$ cat config.mk
export PLATFORM = sky130hd
export DESIGN_NAME = dual_cmp_timer
export DESIGN_NICKNAME = d
export VERILOG_FILES = /design/src/rtl/dct_pkg.sv /design/src/rtl/dct_tick_gen.sv /design/src/rtl/dct_cmp_slot.sv /design/src/rtl/dual_cmp_timer.sv
export SDC_FILE = /design/constraint.sdc
export NUM_CORES = 1
export LEC_CHECK = 0
export BUFFER_PORTS_ARGS = -buffer_cell sky130_fd_sc_hd__buf_2
export CAP_MARGIN = 15
export CORE_ASPECT_RATIO = 0.5
export CORE_MARGIN = 4
export CORE_UTILIZATION = 45
export CTS_BUF_LIST = sky130_fd_sc_hd__clkbuf_16
export DETAILED_ROUTE_END_ITERATION = 8
export PLACE_DENSITY = 0.65
export SLEW_MARGIN = 20
export SYNTH_ARGS = -nofsm -noshare
export SYNTH_HDL_FRONTEND = slang
export SYNTH_HIERARCHICAL = 1
export SYNTH_SLANG_ARGS = --single-unit
$ cat constraint.sdc
create_clock -name clk -period 4.4 [get_ports clk]
set_input_delay 0.88 -clock clk [delete_from_list [all_inputs] [get_ports clk]]
set_output_delay 0.88 -clock clk [all_outputs]
set_load 0.02 [all_outputs]
$ cat src/rtl/dct_pkg.sv
package dct_pkg;

    typedef struct packed {
        logic one_shot;
        logic toggle;
        logic clear;
        logic irq_en;
    } cmp_mode_t;

    localparam int MODE_W = $bits(cmp_mode_t);

    typedef enum logic [1:0] {
        SRC_EXT   = 2'b00,
        SRC_TMR_A = 2'b01,
        SRC_TMR_B = 2'b10,
        SRC_SYS   = 2'b11
    } tick_src_e;

    function automatic logic any_set(input logic [7:0] hits, input logic [7:0] mask);
        return |(hits & mask);
    endfunction

endpackage

$ cat src/rtl/dct_tick_gen.sv
module dct_tick_gen
    import dct_pkg::*;
#(
    parameter int SYNC_STAGES = 2
) (
    input  logic      clk,
    input  logic      rst,
    input  tick_src_e sel,
    input  logic      src_a,
    input  logic      src_b,
    input  logic      ext_pin,
    output logic      tick
);
    localparam int SH_W = SYNC_STAGES + 1;

    logic [SH_W-1:0] ext_sh;
    logic            ext_rise;

    always_ff @(posedge clk) begin
        if (rst) ext_sh <= '0;
        else     ext_sh <= {ext_sh[SH_W-2:0], ext_pin};
    end

    assign ext_rise = ext_sh[SH_W-2] & ~ext_sh[SH_W-1];

    always_comb begin
        unique case (sel)
            SRC_SYS:   tick = 1'b1;
            SRC_TMR_B: tick = src_b;
            SRC_TMR_A: tick = src_a;
            default:   tick = ext_rise;
        endcase
    end

endmodule

$ cat src/rtl/dct_cmp_slot.sv
module dct_cmp_slot
    import dct_pkg::*;
#(
    parameter int CNT_W = 8
) (
    input  logic             clk,
    input  logic             rst,
    input  logic             tick,
    input  logic [CNT_W-1:0] cnt,
    input  logic [CNT_W-1:0] cmp_val,
    input  cmp_mode_t        mode,
    input  logic             rearm,
    output logic             hit
);
    logic armed;

    assign hit = tick && (cnt == cmp_val) && (!mode.one_shot || armed);

    always_ff @(posedge clk) begin
        if (rst)                       armed <= 1'b1;
        else if (rearm)                armed <= 1'b1;
        else if (hit && mode.one_shot) armed <= 1'b0;
    end

endmodule

$ cat src/rtl/dual_cmp_timer.sv
module dual_cmp_timer
    import dct_pkg::*;
#(
    parameter int CNT_W   = 8,
    parameter int NUM_CMP = 2,
    parameter int ADDR_W  = 3
) (
    input  logic               clk,
    input  logic               rst,
    input  logic               wr_en,
    input  logic [ADDR_W-1:0]  wr_addr,
    input  logic [CNT_W-1:0]   wr_data,
    input  logic               tmr_a_pulse,
    input  logic               tmr_b_pulse,
    input  logic               ext_pin,
    output logic [CNT_W-1:0]   cnt_o,
    output logic               tog_o,
    output logic               irq_o,
    output logic [NUM_CMP-1:0] flag_o
);
    localparam int MODE_BASE = NUM_CMP;
    localparam int SEL_ADDR  = 2 * NUM_CMP;
    localparam int CLR_ADDR  = 2 * NUM_CMP + 1;

    logic [CNT_W-1:0]   cmp_q  [NUM_CMP];
    cmp_mode_t          mode_q [NUM_CMP];
    tick_src_e          sel_q;
    logic [NUM_CMP-1:0] flag_q;
    logic [CNT_W-1:0]   cnt_q;
    logic               tog_q;
    logic               tick;

    logic [NUM_CMP-1:0] hit, rearm, te_vec, re_vec, ie_vec, se_vec, clr_mask;
    logic [7:0]         hit8, te8, re8;

    dct_tick_gen #(.SYNC_STAGES(2)) u_tick (
        .clk     (clk),
        .rst     (rst),
        .sel     (sel_q),
        .src_a   (tmr_a_pulse),
        .src_b   (tmr_b_pulse),
        .ext_pin (ext_pin),
        .tick    (tick)
    );

    for (genvar i = 0; i < NUM_CMP; i++) begin : g_slot
        logic wr_cmp, wr_mode;
        assign wr_cmp   = wr_en && (wr_addr == ADDR_W'(i));
        assign wr_mode  = wr_en && (wr_addr == ADDR_W'(MODE_BASE + i));
        assign rearm[i] = wr_cmp || wr_mode;

        always_ff @(posedge clk) begin
            if (rst) begin
                cmp_q[i]  <= '0;
                mode_q[i] <= '0;
            end else begin
                if (wr_cmp)  cmp_q[i]  <= wr_data;
                if (wr_mode) mode_q[i] <= cmp_mode_t'(wr_data[MODE_W-1:0]);
            end
        end

        assign te_vec[i] = mode_q[i].toggle;
        assign re_vec[i] = mode_q[i].clear;
        assign ie_vec[i] = mode_q[i].irq_en;
        assign se_vec[i] = mode_q[i].one_shot;

        dct_cmp_slot #(.CNT_W(CNT_W)) u_slot (
            .clk     (clk),
            .rst     (rst),
            .tick    (tick),
            .cnt     (cnt_q),
            .cmp_val (cmp_q[i]),
            .mode    (mode_q[i]),
            .rearm   (rearm[i]),
            .hit     (hit[i])
        );
    end

    assign hit8 = 8'(hit);
    assign te8  = 8'(te_vec);
    assign re8  = 8'(re_vec);

    always_ff @(posedge clk) begin
        if (rst)                             sel_q <= SRC_EXT;
        else if (wr_en && wr_addr == ADDR_W'(SEL_ADDR)) sel_q <= tick_src_e'(wr_data[1:0]);
    end

    always_ff @(posedge clk) begin
        if (rst)                   cnt_q <= '0;
        else if (any_set(hit8, re8)) cnt_q <= '0;
        else if (tick)             cnt_q <= cnt_q + 1'b1;
    end

    always_ff @(posedge clk) begin
        if (rst) tog_q <= 1'b0;
        else     tog_q <= tog_q ^ any_set(hit8, te8);
    end

    assign clr_mask = (wr_en && wr_addr == ADDR_W'(CLR_ADDR)) ? wr_data[NUM_CMP-1:0] : '0;

    always_ff @(posedge clk) begin
        if (rst) flag_q <= '0;
        else     flag_q <= (flag_q & ~clr_mask) | (hit & ie_vec);
    end

    assign cnt_o  = cnt_q;
    assign tog_o  = tog_q;
    assign flag_o = flag_q;
    assign irq_o  = |(flag_q & ie_vec);

endmodule

# After elaboration in Yosys (flattened, before gate mapping)
# Memory sizes are Yosys's and may differ from the RTL's.
# Index checks and enable logic that the tools add are counted.
# word_totals
reg_bits	18
ram_bits	24
input_bits	17
out_inout_bits	12
elab_cells	78
mem_count	2
# memory_table
name	words	word_bits	read_ports	rd_clocked_by_memory_dff	write_ports	line_no	source
cmp_q	2	8	2	0	2	dual_cmp_timer.sv:25	logic [CNT_W-1:0] cmp_q [NUM_CMP];
mode_q	2	4	2	0	2	dual_cmp_timer.sv:26	cmp_mode_t mode_q [NUM_CMP];
# classes
n_addsub	1
n_eq_ne	10
mux	20
bitwise	14
reduce_logical	24
# op_table
op	n
8-bit == test	2
8-bit 2-to-1 mux	2
1-bit 2-to-1 mux	14
1-bit logical AND	12
2-bit bitwise AND	5
9-bit OR reduction	1
8-bit by 1-bit adder with 8-bit output, second input constant	1
4-bit 2-to-1 mux	2
8-bit OR reduction	1
3-bit by 2-bit == test with 1-bit output, second input constant	2
3-bit == test, second input constant	2
2-bit OR reduction	3
2-bit == test, second input constant	2
1-bit logical OR	4
1-bit OR	4
3-bit by 1-bit == test with 1-bit output, second input constant	1
3-bit logical NOT	1
1-bit case mux with 3 select lines	1
2-bit by 1-bit == test with 1-bit output, second input constant	1
1-bit logical NOT	2
2-bit 2-to-1 mux	1
2-bit inverter	1
2-bit OR	1
1-bit bitwise AND	1
2 further kinds	2

# Logic depth before layout (Yosys ltp)
# logic_depth
word_depth	8
mapped_depth	7
mapped_depth_nobuf	7

# Cells and area by module
# The synthesis kept the hierarchy.
# modules_own_cells
module	instances	cells_per_inst	area_each_um2	seq_area_each_um2
dual_cmp_timer	1	126	1565.3	980.9
dct_cmp_slot	2	18	137.6	20.0
dct_tick_gen	1	10	103.8	60.1

# Worst setup path after synthesis
# OpenSTA, ideal clock, no wires.
# synth_timing
kind	input to register
from	input port tmr_a_pulse
to	register cnt_q[5] (netlist: cnt_o[5])
setup_ns	0.070
arrival_time_ns	2.067
required_ns	4.330
slack_ns	2.263
stages	6
n_path_buf	1
cell_sequence	a21oi_1 > a22oi_1 > buf_4 > nand4_1 > or3_1 > a21oi_1
# synth_via
elab_chain_len	5
word_cells_on_any_way	7
cone_classes	1 x mux; 1 x bitwise; 5 x reduce/logical
# synth_lines
element	line_no	source
start: declaration	dual_cmp_timer.sv:13	input logic tmr_a_pulse,
1-bit case mux with 3 select lines *	dct_tick_gen.sv:27	unique case (sel)
named net tick	dual_cmp_timer.sv:31	logic tick;
1-bit logical AND (2 in a row)	dct_cmp_slot.sv:17	assign hit = tick && (cnt == cmp_val) && (!mode.one_shot || armed);
2-bit bitwise AND	dct_pkg.sv:20	return |(hits & mask);
9-bit OR reduction (no line)	-	
end signal: assignment	dual_cmp_timer.sv:91	else if (tick) cnt_q <= cnt_q + 1'b1;
end: declaration	dual_cmp_timer.sv:29	logic [CNT_W-1:0] cnt_q;
# The timed path passes the listed nets; every way through them passes the cells marked *.
# A chain may end at the register's enable or synchronous reset.

# Final worst setup path
# layout_timing
from	input port tmr_a_pulse
to	register cnt_q[7] (netlist: cnt_o[7])
# The elaborated chain is that of the path after synthesis.

==> flow_summary.toml <==
[outcome]
status = "finished, final reports clean"

[setup_path]
required_ps = 4610
reg2reg_slack_ps = 1970
reg2regPathDepth = 5
crit_fanout = 10
crit_type = "input pin to register"
cp-end-kind = "register"
critPathArrivalTime_ps = 2680
worstReg2RegEnd = "cnt_o[7]"
reg2reg_from = "sel_q[0]"
cp-start-kind = "input pin"

[timing]
clock.fmax_mhz = 406
setup_viol = 0
max_slew_margin_pct = 39.9
final-hold-violation-count = 0
max_slew.worst_pin.slew_ps = 902
hold_ws_ps = 449
finalCritPeriodShare_pct = 56.0
fin_ws_ps = 1940
rsz0062_at_grt = "no"
skew_ps = 6.67
finalCriticalPeriod_ps = 2460
slew_violations = 0
setup_tns_ps = 0

[route]
dr.pass1.iters = 4
num_vias = 1311
postRouteAntennaNets = 0
viasPerCell = 5.10
wl_um = 3820
drt-met1-wl_um = 1850
drtIter0Drc = 37
wl_met2_um = 1740
highest_layer = "met4"
routedWlPerCell_um = 14.9
met3WireLength_um = 209
drcViolationCount = 0

[cts]
clockBufferDepth = 2
clk_latency_ps = 280
cts_setup_buffers = 0
cts_hold_buf = 0
cts_tree = "built"
cts-root-buf = "clkbuf_16"
cts-resized-gates = 0
clock_sinks = 42
cts_buffers = 5
clkSlewWorstSetupHoldPaths_ps = 60
h-tree-depth = 2

[logic_synthesis]
ys_top_cells_by_area = "edfxtp_1 37%, dfxtp_1 19%, and2_1 6.4%, xor2_1 5.4%, xnor2_1 4.1%"
syn-num-nets = 190
synth_ff_type = "edfxtp_1"
synth_seq_cells = 42
synth-edff-count = 24
async_flop_share_pct = 0
synth_top_cell_area_share_pct = 37.1
synth.cell_area_um2 = 1940
synth.distinct_cells = 31
syn_inst = 172
synth_largest_area_cell = "edfxtp_1"
syn_area_per_cell_um2 = 11.3
seq_area_frac_synth_pct = 55.6
synthTopCellsByCount = "24 x edfxtp_1, 20 x and2_1, 18 x dfxtp_1"
yosysWarnings = 6
synth.most_common_cell = "edfxtp_1"

[global_routing]
grt_max_degree = 17
grt_antenna_before_repair = 0
grt_pass1_vias = 1317
grt_first_pass_wirelength_um = 6490
grt-ovfl-total = 0
track_usage_pct = 16.0

[cells_and_area]
antenna_cells = 0
fin_nets = 220
multiInputGateArea_um2 = 808
seqCellArea_um2 = 1080
drive_gt1_share_pct = 20.2
nFillCells = 324
design_area_um2 = 2310
area_delta_synth_final_pct = 18.7
fin_util_pct = 57.4

[power_and_ir_drop]
ir_worst_vdd_mv = 0.215
power_density_nw_per_um2 = 417
power.leakage_nw = 0.906

[hold_path]
hold_path_end = "u_tick/ext_sh[1]"
worstHoldPathType = "register to register"
holdPathStages = 1
min_from = "u_tick/ext_sh[0]"

[placed_design]
gp_congestion = 0.827
port_buffers = 28
placed_cell_area_um2 = 2120
hpwl_um = 2860
pre_cts_ws_ps = 1660

[die]
rows = 16
pin_count = 29
die_h_um = 54.5
die_area_um2 = 5500
initial_core_util_pct = 48.3
die_w_um = 101
core_region_area_um2 = 4020

[job]
cap_violations = 0
==> registers in the layout (all words and copies together) (netlist names) <==
name and cells:
tog_o 1, cnt_o 8, sel_q 2, cmp_q 16, mode_q 8, u_tick/ext_sh 3, g_slot.u_slot/armed 2, flag_o 2
==> layout make-up <==
class / count / share of cell area (%)
tap: 54 / 2.93
multi-input combinational: 119 / 35.0
timing repair buffer: 28 / 6.07
sequential: 42 / 46.8
inverter: 6 / 0.976
clock buffer: 5 / 5.42
clock inverter: 3 / 2.76
==> placed cells by master (no fill, tap or decap), types with 3 or more instances in the layout <==
cell type / n
buf_2: 28
edfxtp_1: 24
and2_1: 20
dfxtp_1: 18
nor2_1: 13
xor2_1: 12
xnor2_1: 9
nand4_1: 8
nor4_1: 8
nand2_1: 7
inv_1: 6
a21oi_1: 6
o21ai_0: 5
clkbuf_16: 5
nor2b_1: 4
a21o_1: 4
or3_1: 3
mux2i_1: 3
==> where the power goes <==
part	total [W]	internal (W)	switching [W]
combinational	0.0000552	0.0000217	0.0000334
sequential	0.000443	0.000433	0.0000101
clock	0.000465	0.000323	0.000142
total	0.000963	0.000778	0.000185
==> critical path, cell delays in order <==
cell and delay (ps):
buf_2 70, a21oi_1 50, a22oi_1 720, nand4_1 360, or3_1 450, a21oi_1 140
==> worst max-delay path by stage <==
stage                      startpoint  endpoint  slack (ps)  cells after the start
after floorplan           tmr_a_pulse  cnt_o[5]        2260                      6
after CTS                 tmr_a_pulse  cnt_o[7]        1930                      6
after global placement    tmr_a_pulse  cnt_o[6]        1720                      6
after global routing         sel_q[0]  cnt_o[6]        1720                      5
after detailed placement  tmr_a_pulse  cnt_o[7]        1660                      6
final                     tmr_a_pulse  cnt_o[7]        1940                      6
==> cells by family after synthesis <==
| kind of cell | Yosys count | synth area share (%) |
|---|---|---|
| DFF | 42 | 55.6 |
| buffers and inverters | 11 | 2.83 |
| xor gates and xnor gates | 21 | 9.46 |
| and+or+nand+nor | 73 | 22.9 |
| muxes | 3 | 1.54 |
| AOI/OAI and AO/OA | 21 | 7.01 |
| adders and majority gates | 1 | 0.643 |
==> metrics by stage <==
stage,std cells,power (W)
2_1_floorplan,172,0.000487
3_3_place_gp,249,0.000506
3_5_place_dp,249,0.000507
4_1_cts,257,0.000969
5_1_grt,257,0.000995
6_report,257,0.000963
==> layer usage <==
| metal | vias to the layer above | track usage, % |
|---|---|---|
| met5 | - | 0 |
| met4 | 0 | 5.30 |
| met3 | 2 | 4.83 |
| met2 | 23 | 26.1 |
| met1 | 612 | 20.7 |
| li1 | 674 | - |
Note: power is estimated with default switching activity, not from simulation.
